$ cat src/rtl/voq_pkg.sv
package voq_pkg;
  localparam int NPORT = 5;
  localparam int PW    = 3;

  // direction codes; the next-hop route logic depends on this order
  typedef enum logic [PW-1:0] {
    DIR_LOCAL = 3'd0,
    DIR_NORTH = 3'd1,
    DIR_EAST  = 3'd2,
    DIR_SOUTH = 3'd3,
    DIR_WEST  = 3'd4
  } dir_e;

  // flit kinds: bit 0 set means the flit carries a route
  localparam logic [1:0] KIND_BODY = 2'b00;
  localparam logic [1:0] KIND_HEAD = 2'b01;
  localparam logic [1:0] KIND_TAIL = 2'b10;
  localparam logic [1:0] KIND_SOLO = 2'b11;

  function automatic logic carries_route(input logic [1:0] kind);
    return kind[0];
  endfunction
endpackage

$ cat src/rtl/vq_fifo.sv
module vq_fifo #(
  parameter int W        = 4,
  parameter int DEPTH    = 16,
  parameter bit INIT_SEQ = 1'b0
) (
  input  logic                         clk,
  input  logic                         rst_n,
  input  logic                         push,
  input  logic [W-1:0]                 din,
  input  logic                         pop,
  output logic [W-1:0]                 dout,
  output logic                         empty,
  output logic [$clog2(DEPTH+1)-1:0]   count
);
  localparam int PTRW = (DEPTH > 1) ? $clog2(DEPTH) : 1;
  localparam int CNTW = $clog2(DEPTH+1);

  logic [W-1:0]    mem [DEPTH];
  logic [PTRW-1:0] wp, rp;

  function automatic logic [PTRW-1:0] bump(input logic [PTRW-1:0] p);
    return (p == PTRW'(DEPTH-1)) ? '0 : p + PTRW'(1);
  endfunction

  assign dout  = mem[rp];
  assign empty = (count == '0);

  always_ff @(posedge clk) begin
    if (!rst_n) begin
      wp    <= '0;
      rp    <= '0;
      count <= INIT_SEQ ? CNTW'(DEPTH) : '0;
      for (int i = 0; i < DEPTH; i++) mem[i] <= INIT_SEQ ? W'(i) : '0;
    end else begin
      if (push) begin
        mem[wp] <= din;
        wp      <= bump(wp);
      end
      if (pop) rp <= bump(rp);
      count <= count + CNTW'(push) - CNTW'(pop);
    end
  end


  no_overflow_chk: assert property (@(posedge clk) disable iff (!rst_n)
    (count == CNTW'(DEPTH)) |-> !(push && !pop));

  no_underflow_chk: assert property (@(posedge clk) disable iff (!rst_n)
    empty |-> !pop);
endmodule

$ cat src/rtl/nexthop_rc.sv
module nexthop_rc
  import voq_pkg::*;
#(
  parameter int CW = 3
) (
  input  logic [CW-1:0] cur_x,
  input  logic [CW-1:0] cur_y,
  input  logic [PW-1:0] hop,
  input  logic [CW-1:0] dst_x,
  input  logic [CW-1:0] dst_y,
  output logic [PW-1:0] next_dir
);
  logic [CW-1:0] nx, ny;

  always_comb begin
    nx = cur_x;
    ny = cur_y;
    case (hop)
      DIR_NORTH: ny = cur_y + CW'(1);
      DIR_EAST:  nx = cur_x + CW'(1);
      DIR_SOUTH: ny = cur_y - CW'(1);
      DIR_WEST:  nx = cur_x - CW'(1);
      default: ;
    endcase
    if (dst_x > nx)      next_dir = DIR_EAST;
    else if (dst_x < nx) next_dir = DIR_WEST;
    else if (dst_y > ny) next_dir = DIR_NORTH;
    else if (dst_y < ny) next_dir = DIR_SOUTH;
    else                 next_dir = DIR_LOCAL;
  end
endmodule

$ cat src/rtl/voq_input_unit.sv
module voq_input_unit
  import voq_pkg::*;
#(
  parameter int DEPTH = 16,
  parameter int CW    = 3,
  parameter int DW    = 16,
  localparam int FW   = 2 + PW + 2*CW + DW
) (
  input  logic             clk,
  input  logic             rst_n,
  input  logic [CW-1:0]    cur_x,
  input  logic [CW-1:0]    cur_y,
  input  logic             in_valid,
  output logic             in_ready,
  input  logic [FW-1:0]    in_flit,
  output logic [NPORT-1:0] out_req,
  input  logic [NPORT-1:0] out_grant,
  output logic             out_valid,
  output logic [PW-1:0]    out_port,
  output logic [FW-1:0]    out_flit
);
  localparam int SW   = (DEPTH > 1) ? $clog2(DEPTH) : 1;
  localparam int CNTW = $clog2(DEPTH+1);
  localparam int PLO  = DW + 2*CW;

  logic [FW-1:0]   slot_mem [DEPTH];
  logic [SW-1:0]   free_slot, rd_slot;
  logic            free_empty;
  logic [CNTW-1:0] free_cnt;
  logic            accept, any_grant, in_head;
  logic [PW-1:0]   target, pkt_dir, gidx, nxt_dir;
  logic [FW-1:0]   rd_flit, fwd_flit;

  logic [NPORT-1:0] aq_push, aq_empty;
  logic [SW-1:0]    aq_head [NPORT];
  logic [CNTW-1:0]  aq_cnt  [NPORT];

  assign in_ready  = !free_empty;
  assign accept    = in_valid && in_ready;
  assign in_head   = carries_route(in_flit[FW-1 -: 2]);
  assign target    = in_head ? in_flit[PLO +: PW] : pkt_dir;
  assign any_grant = |out_grant;

  // slot numbers not in use
  vq_fifo #(.W(SW), .DEPTH(DEPTH), .INIT_SEQ(1'b1)) u_free (
    .clk(clk), .rst_n(rst_n),
    .push(any_grant), .din(rd_slot),
    .pop(accept), .dout(free_slot),
    .empty(free_empty), .count(free_cnt)
  );

  // one slot-number queue per direction
  for (genvar p = 0; p < NPORT; p++) begin : g_aq
    assign aq_push[p] = accept && (target == PW'(p));
    assign out_req[p] = !aq_empty[p];
    vq_fifo #(.W(SW), .DEPTH(DEPTH), .INIT_SEQ(1'b0)) u_aq (
      .clk(clk), .rst_n(rst_n),
      .push(aq_push[p]), .din(free_slot),
      .pop(out_grant[p]), .dout(aq_head[p]),
      .empty(aq_empty[p]), .count(aq_cnt[p])
    );
  end

  always_comb begin
    rd_slot = '0;
    gidx    = '0;
    for (int p = 0; p < NPORT; p++) begin
      if (out_grant[p]) begin
        rd_slot = rd_slot | aq_head[p];
        gidx    = PW'(p);
      end
    end
  end

  assign rd_flit = slot_mem[rd_slot];

  nexthop_rc #(.CW(CW)) u_rc (
    .cur_x(cur_x), .cur_y(cur_y), .hop(gidx),
    .dst_x(rd_flit[DW+CW +: CW]), .dst_y(rd_flit[DW +: CW]),
    .next_dir(nxt_dir)
  );

  always_comb begin
    fwd_flit = rd_flit;
    if (carries_route(rd_flit[FW-1 -: 2])) fwd_flit[PLO +: PW] = nxt_dir;
  end

  always_ff @(posedge clk) begin
    if (accept) slot_mem[free_slot] <= in_flit;
  end

  always_ff @(posedge clk) begin
    if (!rst_n) begin
      pkt_dir   <= DIR_LOCAL;
      out_valid <= 1'b0;
      out_port  <= '0;
      out_flit  <= '0;
    end else begin
      if (accept && in_head) pkt_dir <= in_flit[PLO +: PW];
      out_valid <= any_grant;
      if (any_grant) begin
        out_port <= gidx;
        out_flit <= fwd_flit;
      end
    end
  end

  int occupancy;
  always_comb begin
    occupancy = int'(free_cnt);
    for (int p = 0; p < NPORT; p++) occupancy += int'(aq_cnt[p]);
  end


  slot_conservation_chk: assert property (@(posedge clk) disable iff (!rst_n)
    occupancy == DEPTH);

  grant_legal_chk: assert property (@(posedge clk) disable iff (!rst_n)
    $onehot0(out_grant) && ((out_grant & ~out_req) == '0));

  out_valid_chk: assert property (@(posedge clk) disable iff (!rst_n)
    any_grant |=> out_valid);

  out_idle_chk: assert property (@(posedge clk) disable iff (!rst_n)
    !any_grant |=> !out_valid);

  head_dir_chk: assert property (@(posedge clk) disable iff (!rst_n)
    (accept && in_head) |-> (in_flit[PLO +: PW] < PW'(NPORT)));
endmodule

$ cat config.mk
export PLATFORM = sky130hd
export DESIGN_NAME = voq_input_unit
export DESIGN_NICKNAME = d
export VERILOG_FILES = /design/src/rtl/voq_pkg.sv /design/src/rtl/vq_fifo.sv /design/src/rtl/nexthop_rc.sv /design/src/rtl/voq_input_unit.sv
export SDC_FILE = /design/constraint.sdc
export NUM_CORES = 1
export LEC_CHECK = 0
export BUFFER_PORTS_ARGS = -buffer_cell sky130_fd_sc_hd__buf_2
export CAP_MARGIN = 10
export CORE_MARGIN = 2
export CORE_UTILIZATION = 40
export DETAILED_ROUTE_END_ITERATION = 12
export SYNTH_ARGS = -nofsm -noshare
export SYNTH_HDL_FRONTEND = slang
export SYNTH_HIERARCHICAL = 1
export SYNTH_SLANG_ARGS = --single-unit
export TNS_END_PERCENT = 100
$ cat constraint.sdc
create_clock -name clk -period 11.05 [get_ports clk]
set_input_delay 2.21 -clock clk [delete_from_list [all_inputs] [get_ports clk]]
set_output_delay 2.21 -clock clk [all_outputs]
set_load 0.05 [all_outputs]
==> results_dict.tcl, run 1 <==
set metrics [dict create \
    fin_crit_sh 0.604 \
    grt_max_degree 94 \
    grt_first_pass_wirelength_um 152000 \
    antenna_left 0 \
    synth-async-reset-ratio 0 \
    rsz0062_at_grt "false" \
    end_kind "flop" \
    cp_top_family "buffers and inverters" \
    grt_antenna_before_repair 8 \
    root_buffer "clkbuf_16" \
    crit_chain "mux4_1, a22oi_1, nand3_1, a222oi_1, buf_4, and2_4, buf_4, buf_4, nand2_1, nand3_1, nand3_1, nand3_1, ha_1, nor2b_1, a221oi_1, a41oi_1, nand2b_2, a31oi_1" \
    ir_worst_vdd_uv 122 \
    syn_area_um2 42200 \
    critPathRequiredTime_ns 11.59 \
    hold_buffers 0 \
    clock.fmax_mhz 150 \
    finalSetupTns_ns 0 \
    max_cap_violations 0 \
    dp_slack_ns 3.88 \
    grt_pass1_vias 24800 \
    postSynthCellCount 3258 \
    pin_count 78 \
    synth_edf_count 816 \
    hp-class "flop to flop" \
    layout_common_cells "edfxtp_1, nand2_1, and2_1" \
    numCtsBuffers 99 \
    gp_congestion 0.832 \
    relSlewSlack 0.219 \
    core_area_um2 105000 \
    die_y_um 329 \
    cts_resized 0 \
    fin_nets 3425 \
    worstSkewPairLatency_ns 0.69 \
    synth-seq-area-share 0.646 \
    area_delta_synth_final_pct 11.7 \
    numPortBuffers 77 \
    dp_hpwl_um 60900 \
    status "completed" \
    cpMostUsedCell "nand3_1" \
    max_stage_delay_ns 0.92 \
    power.leakage_nw 16.7 \
    final_common_cell "edfxtp_1" \
    critical_path.startpoint_type "flop" \
    wl_per_cell_um 21.0 \
    rows 119 \
    htree_levels 3 \
    yosys_warnings 6 \
    cp_slowest_cell "buf_4" \
    viasPerCell 5.36 \
    p_per_area_nw_per_um2 190 \
    drt-pass1-iter-count 6 \
    cts_buffer_depth 3 \
    post_cts_buffers 0 \
    floorplan.initialDensity 0.402 \
    cp_data_arrival_time_ns 7.22 \
    slew_viol_final 0 \
    die_area_um2 108000 \
    multi_input_area_um2 13900 \
    cts.sinks 952 \
    drtIter0Drc 2094 \
    fill_cells 9406 \
    cts_tree "built" \
    skew_ns 0.0503 \
    globalRouteTotalUtil 0.184 \
    syn_avg_cell_area_um2 12.9 \
    vias 25600 \
    path_buf_inv 3 \
    synth-main-ff-cell "edfxtp_1" \
    path_clk_slew_ns 0.06 \
    post-route-worst-setup-slack_ns 4.37 \
    min_period_ns 6.68 \
    drive_above_1_share 0.0974 \
    crit_type "flop to flop" \
    hold_violations 0 \
    critPathMaxFanout 93 \
    seq_area_um2 27200 \
    wl_um 101000 \
    worstMarginPinSlew_ns 1.17 \
    fp.dieW_um 329 \
    ys_seq_elements 952 \
    yosysUniqueCellTypes 66 \
    synthesis.nets 3379 \
    setup_viol 0 \
    post-route-drc-count 0 \
    overflow 0 \
]
## metal layers
layer  wire length [µm]  global-route usage  vias up
met3               6380              0.0326      140
met4               1860              0.0442        4
met1              44100               0.253    12700
li1                   -                   -    12100
met5                 23                   0        -
met2              48200               0.305      705
## flip-flops by register name (all words and copies together) (netlist names), named ones only
signal	count
slot_mem	432
g_aq.u_aq/mem	320
u_free/mem	64
out_flit	27
g_aq.u_aq/count	25
g_aq.u_aq/rp	20
g_aq.u_aq/wp	20
u_free/count	5
u_free/rp	4
u_free/wp	4
out_port	3
pkt_dir	3
out_valid	1
## cells by family after synthesis
| logic type | synth area share |
|---|---|
| xor gates and xnor gates | 0.00852 |
| AOI/OAI and AO/OA | 0.0557 |
| and+or+nand+nor | 0.172 |
| muxes | 0.0652 |
| adders and majority gates | 0.0252 |
| DFF | 0.646 |
| buffers and inverters | 0.0276 |
## area by class of cell
class / count / area share
sequential: 952 / 0.578
multi-input combinational: 2052 / 0.296
clock buffer: 132 / 0.0561
tap: 1391 / 0.0370
timing repair buffer: 123 / 0.0156
clock inverter: 54 / 0.0108
inverter: 76 / 0.00622
antenna: 3 / 0.000159
## per-stage QoR
stage                     hold WS (ns)  instances  instance area (µm²)   util  total power [mW]
after CTS                        0.462       4780                47100  0.448              9.03
after floorplan                  0.436       3258                42200      -              5.29
after global routing             0.490       4780                47100  0.448              9.33
after detailed placement         0.453       4594                43900  0.418              5.81
final                            0.459       4783                47100  0.448              8.95
after global placement           0.445       4594                43900  0.418              5.79
## worst reg2reg max path: stages, from the launching register on
cell      delay (ns)
dfxtp_1         0.89
mux4_1          0.65
a22oi_1         0.25
nand3_1         0.17
a222oi_1        0.46
buf_4           0.29
and2_4          0.39
buf_4           0.76
buf_4           0.99
nand2_1         0.14
nand3_1         0.11
nand3_1         0.10
nand3_1         0.21
ha_1            0.29
nor2b_1         0.15
a221oi_1        0.40
a41oi_1         0.12
nand2b_2        0.10
a31oi_1         0.08
## path summary, 6_finish.rpt
path / start / to / slack, ns / depth (start not counted)
worst max-delay path: flop / out_flit[23] / 4.37 / 18
worst min register to register: pkt_dir[2] / pkt_dir[2] / 0.46 / 2
worst max register to register: flop / out_flit[23] / 4.37 / 18
worst min-delay path: pkt_dir[2] / pkt_dir[2] / 0.46 / 2
## synth_stat cells (39+ instances only)
library cell | n | area (µm²)
nor2_1 | 133 | 499
and2_1 | 393 | 2460
dfxtp_1 | 136 | 2720
nand2_1 | 537 | 2020
ha_1 | 72 | 901
mux4_1 | 84 | 2210
and3_1 | 74 | 463
inv_1 | 71 | 267
o21ai_0 | 117 | 586
clkbuf_1 | 126 | 473
a21oi_1 | 39 | 195
nand3_1 | 143 | 716
a311oi_1 | 68 | 596
edfxtp_1 | 816 | 24500
## power by group
part | switching, mW | internal (mW)
Clock | 1.41 | 1.81
Combinational | 1.03 | 0.466
Sequential | 0.113 | 4.12
Note: power is estimated with default switching activity, not from simulation.
==> run 2, diff against run 1 <==
clock period = 6.4 ns   (was 11.05 ns; I/O delays follow)
==> run 2 against run 1 <==
Net effect:
- worst setup slack worse by 3.6 ns
- critical path depth is 6 lower
- flip-flop and latch count stayed put
- critical endpoint is now out_flit[24]
- largest cell class unchanged
==> results_dict.tcl, run 2 (synthesis results as in run 1) <==
set metrics [dict create \
    status "completed" \
    root_buffer "clkbuf_16" \
    overflow 0 \
    wl_per_cell_um 21.2 \
    viasPerCell 5.32 \
    pin_count 78 \
    die_area_um2 108000 \
    layout_common_cells "edfxtp_1, nand2_1, and2_1" \
    clock.fmax_mhz 179 \
    core_area_um2 105000 \
    grt_first_pass_wirelength_um 154000 \
    endpoint "out_flit[24]" \
    htree_levels 3 \
    hp-class "flop to flop" \
    rows 119 \
    numCtsBuffers 100 \
    p_per_area_nw_per_um2 333 \
    drive_above_1_share 0.102 \
    critPathMaxFanout 77 \
    largest_reg_flops 432 \
    timing.rr.end "out_flit[24]" \
    fin_nets 3433 \
    final_common_cell "edfxtp_1" \
    grt_pass1_vias 25000 \
    r2r_slack_ns 0.80 \
    hold_buffers 0 \
    min_period_ns 5.60 \
    wl_um 101000 \
    path_clk_slew_ns 0.06 \
    drtIter0Drc 2180 \
    hold_violations 0 \
    cts_buffer_depth 3 \
    skew_ns 0.0422 \
    fp.dieW_um 329 \
    vias 25500 \
    cts_tree "built" \
    reg2reg_depth 12 \
    fill_cells 9402 \
    dp_hpwl_um 61000 \
    die_y_um 329 \
    regMostFlops "slot_mem" \
    cp_data_arrival_time_ns 6.21 \
    critical_path.startpoint_type "flop" \
    setup_viol 0 \
    ir_worst_vdd_uv 234 \
    utilization 0.452 \
    gp_congestion 0.823 \
    relSlewSlack 0.147 \
    min-delay-start "out_flit[26]" \
    largestRegisters "slot_mem x432, g_aq.u_aq/mem x320, u_free/mem x64" \
    finalSetupTns_ns 0 \
    antenna_left 0 \
    post-route-drc-count 0 \
    power.leakage_nw 16.9 \
    grt_max_degree 123 \
    drt-pass1-iter-count 5 \
    fin_crit_sh 0.875 \
    max_cap_violations 0 \
    post_cts_buffers 0 \
    floorplan.initialDensity 0.402 \
    numPortBuffers 77 \
    slew_viol_final 0 \
    area_delta_synth_final_pct 12.5 \
    grt_antenna_before_repair 10 \
    cts_resized 0 \
    rsz0062_at_grt "false" \
    cts.sinks 952 \
    globalRouteTotalUtil 0.187 \
    critPathRequiredTime_ns 7.01 \
    holdWs_ns 0.463 \
    crit_type "flop to flop" \
    end_kind "flop" \
    worstMarginPinSlew_ns 1.28 \
    worstSkewPairLatency_ns 0.70 \
]
run 2: cell types whose count changed in the layout (fill, tap and decap cells not counted), sizes merged:
cell,change
clkinv,-5
bufinv,+4
clkbuf,+7
clkinvlp,+1
diode,-1
buf,+7
inv,-3
run 2: worst max-delay path: stages (launching register included):
cell	delay, ns
dfxtp_1	0.61
mux4_1	0.63
a22oi_1	0.26
nand3_1	0.16
a222oi_1	0.57
and2_4	0.61
inv_4	0.45
buf_4	0.50
o2111ai_1	0.24
nand4_1	0.20
a211oi_4	0.44
or4b_1	0.56
a31oi_1	0.19
run 2: worst min-delay path by stage:
stage / cells past startpoint / slack [ns] / to
2_1_floorplan: 2 / 0.44 / pkt_dir[2]
3_3_place_gp: 2 / 0.45 / out_flit[4]
3_5_place_dp: 2 / 0.46 / pkt_dir[2]
4_1_cts: 2 / 0.46 / pkt_dir[2]
5_1_grt: 2 / 0.50 / out_flit[6]
6_report: 2 / 0.46 / out_flit[26]
run 2: through the flow:
step | instance area [µm²] | setup WS (ns) | instances | power [mW]
floorplan | 42200 | 1.79 | 3258 | 9.14
global placement | 44000 | 0.878 | 4601 | 10.0
detailed placement | 44000 | 0.782 | 4601 | 10.0
CTS | 47400 | 0.759 | 4791 | 15.9
global route | 47400 | 0.488 | 4791 | 16.5
finish | 47400 | 0.800 | 4793 | 15.8
run 2: routing by layer:
metal  routed length, µm  global-route usage  share of wire  vias to the layer above
met5                  52                   0        0.00051                        -
met4                2310              0.0532          0.023                        8
met3                5510              0.0293          0.054                      169
met2               48200               0.305           0.48                      658
met1               45300               0.259           0.45                    12600
li1                    -                   -              -                    12100
run 2: layout make-up:
cell class                      instances  area (µm²)  share of cell area
Timing Repair Buffer                  130         836              0.0176
Clock inverter                         51         613              0.0129
Antenna cell                            2        5.00            0.000106
Clock buffer                          139        2780              0.0586
Sequential cell                       952       27200               0.574
Inverter                               76         293             0.00618
Tap cell                             1391        1740              0.0367
Multi-Input combinational cell       2052       13900               0.294
run 2: power by group:
part           internal [mW]  switching [mW]  leakage (nW)
logic                  0.811            1.78          6.35
clock network           3.43            2.48          1.64
registers               7.10           0.189          8.87
